### src/rtl/burst_pkg.sv
package burst_pkg;
  localparam int BEATS = 4;
  localparam int BW    = 2;

  typedef logic [BW-1:0] beat_t;

  function automatic beat_t order_low(input beat_t start, input beat_t idx, input logic ilv);
    beat_t r;
    if (ilv) r = start ^ idx;
    else     r = start + idx;
    return r;
  endfunction
endpackage

### src/rtl/strobe_gate.sv
module strobe_gate (
  input  logic cpu_stb,
  input  logic ctl_stb,
  input  logic ce_a_n,
  input  logic ce_b,
  input  logic ce_c_n,
  output logic load,
  output logic load_sel,
  output logic from_cpu
);
  logic cpu_ok;
  logic enables_ok;

  always_comb begin
    cpu_ok     = cpu_stb & ~ce_a_n;
    enables_ok = ~ce_a_n & ce_b & ~ce_c_n;
    // processor path wins when unmasked; both paths capture the same address
    from_cpu   = cpu_ok;
    load       = cpu_ok | ctl_stb;
    load_sel   = load & enables_ok;
  end
endmodule

### src/rtl/burst_beat_ctr.sv
module burst_beat_ctr
  import burst_pkg::*;
(
  input  logic  clk,
  input  logic  rst,
  input  logic  load,
  input  logic  load_sel,
  input  logic  adv,
  output beat_t beat,
  output logic  step,
  output logic  burst_on,
  output logic  sel_q
);
  localparam beat_t LAST = beat_t'(BEATS - 1);

  logic advance;

  always_comb begin
    advance = ~load & burst_on & adv;
    step    = advance & (beat != LAST);
  end

  always_ff @(posedge clk) begin
    if (rst) begin
      beat     <= '0;
      burst_on <= 1'b0;
      sel_q    <= 1'b0;
    end else if (load) begin
      beat     <= '0;
      burst_on <= load_sel;
      sel_q    <= load_sel;
    end else if (advance) begin
      if (beat == LAST) burst_on <= 1'b0;
      else              beat     <= beat + 1'b1;
    end
  end

  AST_BEAT_RESTART: assert property (@(posedge clk) disable iff (rst)
    load |=> (beat == '0)) else $error("beat not restarted");

  AST_END_CLEARS: assert property (@(posedge clk) disable iff (rst)
    (!load && burst_on && adv && beat == LAST) |=> !burst_on) else $error("burst did not end");
endmodule

### src/rtl/addr_track.sv
module addr_track
  import burst_pkg::*;
#(
  parameter int AW = 20
) (
  input  logic          clk,
  input  logic          rst,
  input  logic          load,
  input  logic          step,
  input  logic          wrap_sel,
  input  beat_t         beat,
  input  logic [AW-1:0] addr_in,
  output logic [AW-1:0] acc_addr
);
  localparam int HW = AW - BW;

  beat_t start_q;
  beat_t low_nx;

  always_comb low_nx = order_low(start_q, beat + 1'b1, wrap_sel);

  always_ff @(posedge clk) begin
    if (rst) begin
      acc_addr <= '0;
      start_q  <= '0;
    end else if (load) begin
      acc_addr <= addr_in;
      start_q  <= addr_in[BW-1:0];
    end else if (step) begin
      acc_addr[BW-1:0] <= low_nx;
    end
  end

  AST_HI_STABLE: assert property (@(posedge clk) disable iff (rst)
    !load |=> $stable(acc_addr[AW-1:BW])) else $error("upper bits moved");

  AST_HOLD: assert property (@(posedge clk) disable iff (rst)
    (!load && !step) |=> $stable(acc_addr)) else $error("address moved without step");
endmodule

### src/rtl/burst_addr_seq.sv
module burst_addr_seq
  import burst_pkg::*;
#(
  parameter int AW = 20
) (
  input  logic          clk,
  input  logic          rst,
  input  logic [AW-1:0] addr_in,
  input  logic          cpu_stb,
  input  logic          ctl_stb,
  input  logic          adv,
  input  logic          ce_a_n,
  input  logic          ce_b,
  input  logic          ce_c_n,
  input  logic          wrap_sel,
  output logic [AW-1:0] acc_addr,
  output logic          burst_on,
  output logic          sel_q
);
  logic  load;
  logic  load_sel;
  logic  from_cpu;
  logic  step;
  beat_t beat;

  strobe_gate u_gate (
    .cpu_stb (cpu_stb),
    .ctl_stb (ctl_stb),
    .ce_a_n  (ce_a_n),
    .ce_b    (ce_b),
    .ce_c_n  (ce_c_n),
    .load    (load),
    .load_sel(load_sel),
    .from_cpu(from_cpu)
  );

  burst_beat_ctr u_ctr (
    .clk     (clk),
    .rst     (rst),
    .load    (load),
    .load_sel(load_sel),
    .adv     (adv),
    .beat    (beat),
    .step    (step),
    .burst_on(burst_on),
    .sel_q   (sel_q)
  );

  addr_track #(.AW(AW)) u_addr (
    .clk     (clk),
    .rst     (rst),
    .load    (load),
    .step    (step),
    .wrap_sel(wrap_sel),
    .beat    (beat),
    .addr_in (addr_in),
    .acc_addr(acc_addr)
  );

  AST_ON_NEEDS_SEL: assert property (@(posedge clk) disable iff (rst)
    burst_on |-> sel_q) else $error("burst without select");

  AST_CPU_START: assert property (@(posedge clk) disable iff (rst)
    from_cpu |=> (acc_addr == $past(addr_in))) else $error("processor start missed");

  AST_MASKED_CPU: assert property (@(posedge clk) disable iff (rst)
    (cpu_stb && ce_a_n && !ctl_stb && !burst_on) |=> ($stable(acc_addr) && $stable(sel_q))) else $error("masked strobe acted");

  AST_CTL_START: assert property (@(posedge clk) disable iff (rst)
    ctl_stb |=> (acc_addr == $past(addr_in))) else $error("controller start missed");
endmodule

### config.mk
export PLATFORM = sky130hd
export DESIGN_NAME = burst_addr_seq
export DESIGN_NICKNAME = d
export VERILOG_FILES = /design/src/rtl/burst_pkg.sv /design/src/rtl/strobe_gate.sv /design/src/rtl/burst_beat_ctr.sv /design/src/rtl/addr_track.sv /design/src/rtl/burst_addr_seq.sv
export SDC_FILE = /design/constraint.sdc
export NUM_CORES = 1
export LEC_CHECK = 0
export BUFFER_PORTS_ARGS = -buffer_cell sky130_fd_sc_hd__buf_2
export CORE_UTILIZATION = 45
export DETAILED_ROUTE_END_ITERATION = 10
export GPL_TIMING_DRIVEN = 0
export PLACE_DENSITY = 0.76
export SETUP_SLACK_MARGIN = 0.02
export SLEW_MARGIN = 15
export SYNTH_ARGS = -nofsm -noshare
export SYNTH_HDL_FRONTEND = slang
export SYNTH_HIERARCHICAL = 1
export SYNTH_SLANG_ARGS = --single-unit
### constraint.sdc
create_clock -name clk -period 1.85 [get_ports clk]
set_clock_uncertainty 0.15 [all_clocks]
set_input_delay 0.185 -clock clk [delete_from_list [all_inputs] [get_ports clk]]
set_output_delay 0.185 -clock clk [all_outputs]
set_load 0.02 [all_outputs]
# Yosys cells after proc, flatten, opt, wreduce, memory -nomap -nowiden
# Cells that the tools add are included.
# classes
n_addsub	2
eq_ne	2
muxes	6
bitwise_logic	13
n_reduce_logical	6
# op_table
operator	count
$and 1x1->1	7
$mux 2	3
$reduce_bool 2->1	3
$not 1->1	4
$reduce_and 2->1	2
$mux 1	3
$add 2x1->2 const B	1
$add 2x2->2	1
$eq 2x2->1 const B	1
$ne 2x2->1 const B	1
$reduce_or 2->1	1
$xor 2x2->2	1
$or 1x1->1	1
# word_totals
regBits	26
input_bits	29
output_inout_bits	22
wordCells	35

# Logic depth before layout (Yosys ltp)
# depth
depth_word	9
depth_mapped	6
mapped_depth_nobuf	6

# By module
# The synthesis kept the hierarchy.
# modules_own_cells
module	n_inst	cells_per_inst	area_each_um2
addr_track	1	81	865.8
burst_beat_ctr	1	16	168.9
strobe_gate	1	4	38.8

# Worst setup path before layout
# No wires, ideal clock.
# synth_timing
path_kind	reg2reg
startpoint	reg u_ctr.beat[0]
endpoint	reg u_addr.acc_addr[0]
setup_time_ns	0.128
arrival_ns	1.218
path_slack_ns	0.355
stages_incl_launch_ff	6
n_path_buf	0
period_less_slack_ns	1.495
cell_sequence	dfxtp_1 ha_1 and4bb_4 mux2i_1 o21a_1 nor2_1
# synth_via
word_cells_on_any_way	9
classes_between	2 x add/sub; 1 x eq/ne; 3 x mux; 2 x bitwise; 1 x reduce/logical
# synth_lines
item	line_no	text
start, declared	burst_beat_ctr.sv:9	output beat_t beat,
start signal, assigned	burst_beat_ctr.sv:34	else beat <= beat + 1'b1;
$ne 2x2->1	burst_beat_ctr.sv:20	step = advance & (beat != LAST);
$and 1x1->1	burst_beat_ctr.sv:20	
via step	burst_addr_seq.sv:23	logic step;
$reduce_bool 2->1 (no line)	--	
end signal, assigned	addr_track.sv:27	acc_addr <= addr_in;
end signal, assigned by index	addr_track.sv:30	acc_addr[BW-1:0] <= low_nx;
end, declared	addr_track.sv:13	output logic [AW-1:0] acc_addr
# The timed path passes the listed nets, and every way through them passes these cells. The select of a mux whose other input is x is not followed.
# A chain may end at the register's enable or synchronous reset.

# Worst setup path in the final report
# layout_timing
startpoint	reg u_ctr.beat[0]
endpoint	reg u_addr.acc_addr[1]
# layout_via
elab_chain_cells	5
word_cells_on_any_way	9
classes_between	2 x add/sub; 1 x eq/ne; 3 x mux; 2 x bitwise; 1 x reduce/logical
# layout_rtl
item	line_no	text
$add 2x1->2	addr_track.sv:20	always_comb low_nx = order_low(start_q, beat + 1'b1, wrap_sel);
$add 2x2->2 or $xor 2x2->2 (tied branches)	burst_pkg.sv:10, burst_pkg.sv:9	
$mux 2	burst_pkg.sv:9	if (ilv) r = start ^ idx;
$mux 2	addr_track.sv:29	end else if (step) begin
$mux 2	addr_track.sv:26	end else if (load) begin
# Several ways; a longest one is shown, not always the timed one. The select of a mux whose other input is x is not followed.

==> key figures <==
Job
  – Number of max-cap violations: 0

Route
  – Avg WL per Cell: 12.0 um
  – 1st-iter DRT viols: 10
  – Via count: 957
  – DRT Pass-1 Iters: 4
  – Antenna viol nets, final: 0
  – Residual DRC: 0
  – Routed vias/inst: 4.74
  – Routed WL: about 2400 um

Clock tree
  – CTS sink count: 26
  – CTS root buf: clkbuf_4
  – Clock slew at reported path FFs: ~0.13 ns
  – Setup Buffers After CTS: 0
  – CTS buffer count: 3
  – Clock Tree Buf Depth: 2
  – PostCTS Resize Cnt: 0
  – H-tree Lvls: 1
  – Hold-fix buffers, CTS: 20
  – Latest clock arrival within the worst-skew pair: ~0.30 ns
  – CTS tree: yes

Timing
  – Hold slack: approximately 0.011 ns
  – Worst slew pin tran: between 0.4 and 0.5 ns
  – RSZ-0062 raised after global routing: false
  – Slew Limit Headroom: 0.713
  – Crit path time final: 1.68 ns
  – Fmax: about 0.60 GHz
  – Fin. max-slew vios: 0
  – Final Cycle Share: 0.908
  – Final Hold Violating Endpoints: 0
  – Final setup viols: 0
  – Setup TNS: 0 ns

Power
  – Switching Fraction: 0.266
  – Power density over the cells: ~680 nW/um^2
  – Pint: 0.000787 W
  – Leakage: between 0.8 and 0.9 nW
  – Sequential cell fraction of total power: 0.568
  – Clock share of power: 0.214
  – Peak supply drop: 530 uV
  – Net Switching: approximately 0.00028 W
  – Logic pwr share: 0.218

Global routing
  – First-pass GRT wire length: 3830 um
  – Global route overflow: 0
  – Global Route Usage Sum: 0.199
  – Pin count of the biggest net entering global routing: 14
  – Vias in the first global route: between 900 and 1000
  – Initial antenna violation count: 0

Finish
  – Commonest cells after routing, fill and taps aside: 51 x buf_2, 26 x dfxtp_1, 21 x mux2i_1, 21 x nor2_1, 20 x dlygate4sd3_1
  – Ant diodes: 0
  – Most common cell after layout, fill and taps aside: buf_2
  – Final instance area: around 1600 um^2
  – Final std cells w/o fill: approximately 200
  – Area grow syn2layout: 47.3%
  – Layout cells sized above 1: 0.351
  – Nets: 207

Critical path
  – Nature of the critical path startpoint: flop
  – Req. time, crit path: 1.91 ns
  – Max FO, Critical Path: 4
  – Worst Setup End Kind: flop
  – Reg2Reg Depth: 5
  – Arrival @ worst endpoint: ~1.7 ns
  – Crit path kind: reg -> reg

Logic synthesis
  – Seq/Total Area, Yosys: 0.485
  – Syn avg cell area: 10.6 um^2
  – Synth warn: 6
  – Unique masters post-synth: 24
  – Netlist Area Pre-Place: approximately 1100 um^2
  – FF+latch count, synth: 26
  – Syn nets: approximately 130
  – Cells after synthesis: 101

Place
  – Dpl hpwl: ~1600 um
  – GP Congestion: 0.732
  – Port Buf Inserts: 50
  – Dpl cells: 179
  – Placed inst area: 1360 um^2

Floorplanning
  – Die Area: 2580 um^2
  – Rows: 17
  – Ports: between 50 and 60
  – Die Y: between 50 and 60 um
  – Initial cell density of the core: 0.481
  – Core area: around 2200 um^2
  – Die X: approximately 51 um

Min path
  – Hold crit path type: in -> reg
  – Worst hold path stage count: 2

Run status
  – Outcome: complete, no violations
## flip-flops by register name, summed over array words and instances, names as in the netlist
register / flops
u_addr/acc_addr: 20
u_addr/start_q: 2
u_ctr/sel_q: 1
u_ctr/beat: 2
u_ctr/burst_on: 1
## power groups by stage
stage	sequential, W	combinational (W)	clock (W)
5_1_grt	0.000613	0.000253	0.000257
3_3_place_gp	0.000619	0.000195	0
6_report	0.000609	0.000233	0.000230
3_5_place_dp	0.000621	0.000200	0
4_1_cts	0.000609	0.000233	0.000238
2_1_floorplan	0.000657	0.0000860	0
## logic make-up after synthesis
logic type	share of synthesized area
DFF	0.485
xor gates and xnor gates	0.0373
buffers and inverters	0.0361
adders and majority gates	0.0233
AOI/OAI and AO/OA	0.0420
and+or+nand+nor	0.181
muxes	0.196
## cell type report
type	instances	area [um^2]
multi-input combinational	67	514
inverter	3	11.3
buffer	5	27.5
tap	28	35.0
timing repair buffer	70	450
sequential	26	520
fill	183	652
clock buffer	3	22.5
## cells in the mapped netlist
master,n,share of area
nor4b_2,1,0.014
nand3b_1,1,0.0070
dfxtp_1,26,0.48
nand2_1,3,0.010
nor2b_4,2,0.026
nor2_1,21,0.073
xor2_1,1,0.0082
buf_4,2,0.014
or2_1,1,0.0058
o41ai_2,1,0.015
xnor2_1,1,0.0082
buf_2,1,0.0047
mux2i_1,21,0.20
a21oi_1,3,0.014
inv_1,3,0.010
o21a_1,1,0.0070
nor3_1,2,0.0093
and4bb_4,1,0.015
nor4b_1,1,0.0082
a31oi_1,1,0.0058
clkbuf_1,2,0.0070
nand2b_1,2,0.012
ha_1,2,0.023
xnor3_1,1,0.021
## routing by layer
| layer | GRT usage | wire, um |
|---|---|---|
| met5 | 0 | 0 |
| met4 | 0.0556 | 12 |
| met3 | 0.0327 | 100 |
| met2 | 0.384 | 1290 |
| met1 | 0.222 | 1020 |
## stage by stage
step	worst slack (ns)	utilization	power, W
finish	0.170	0.708	0.00107
global route	0.0897	0.708	0.00112
CTS	0.147	0.708	0.00108
detailed placement	0.0958	0.608	0.000821
global placement	0.165	0.608	0.000814
floorplan	0.355	-	0.000743
## worst max-delay path, cell delays in order, from the launching register on
cell and delay [ns]:
dfxtp_1 0.46, inv_1 0.08, ha_1 0.20, nor2b_4 0.13, xnor3_1 0.34, o41ai_2 0.23
## path summary, 6_finish.rpt
check,slack [ns],to,from
worst max register to register,0.17,u_addr/acc_addr[1],u_ctr/beat[0]
worst max-delay path,0.17,u_addr/acc_addr[1],u_ctr/beat[0]
worst min-delay path,0.01,u_ctr/burst_on,rst
worst min register to register,0.33,u_ctr/sel_q,u_ctr/sel_q
(Power assumes the default switching activity.)
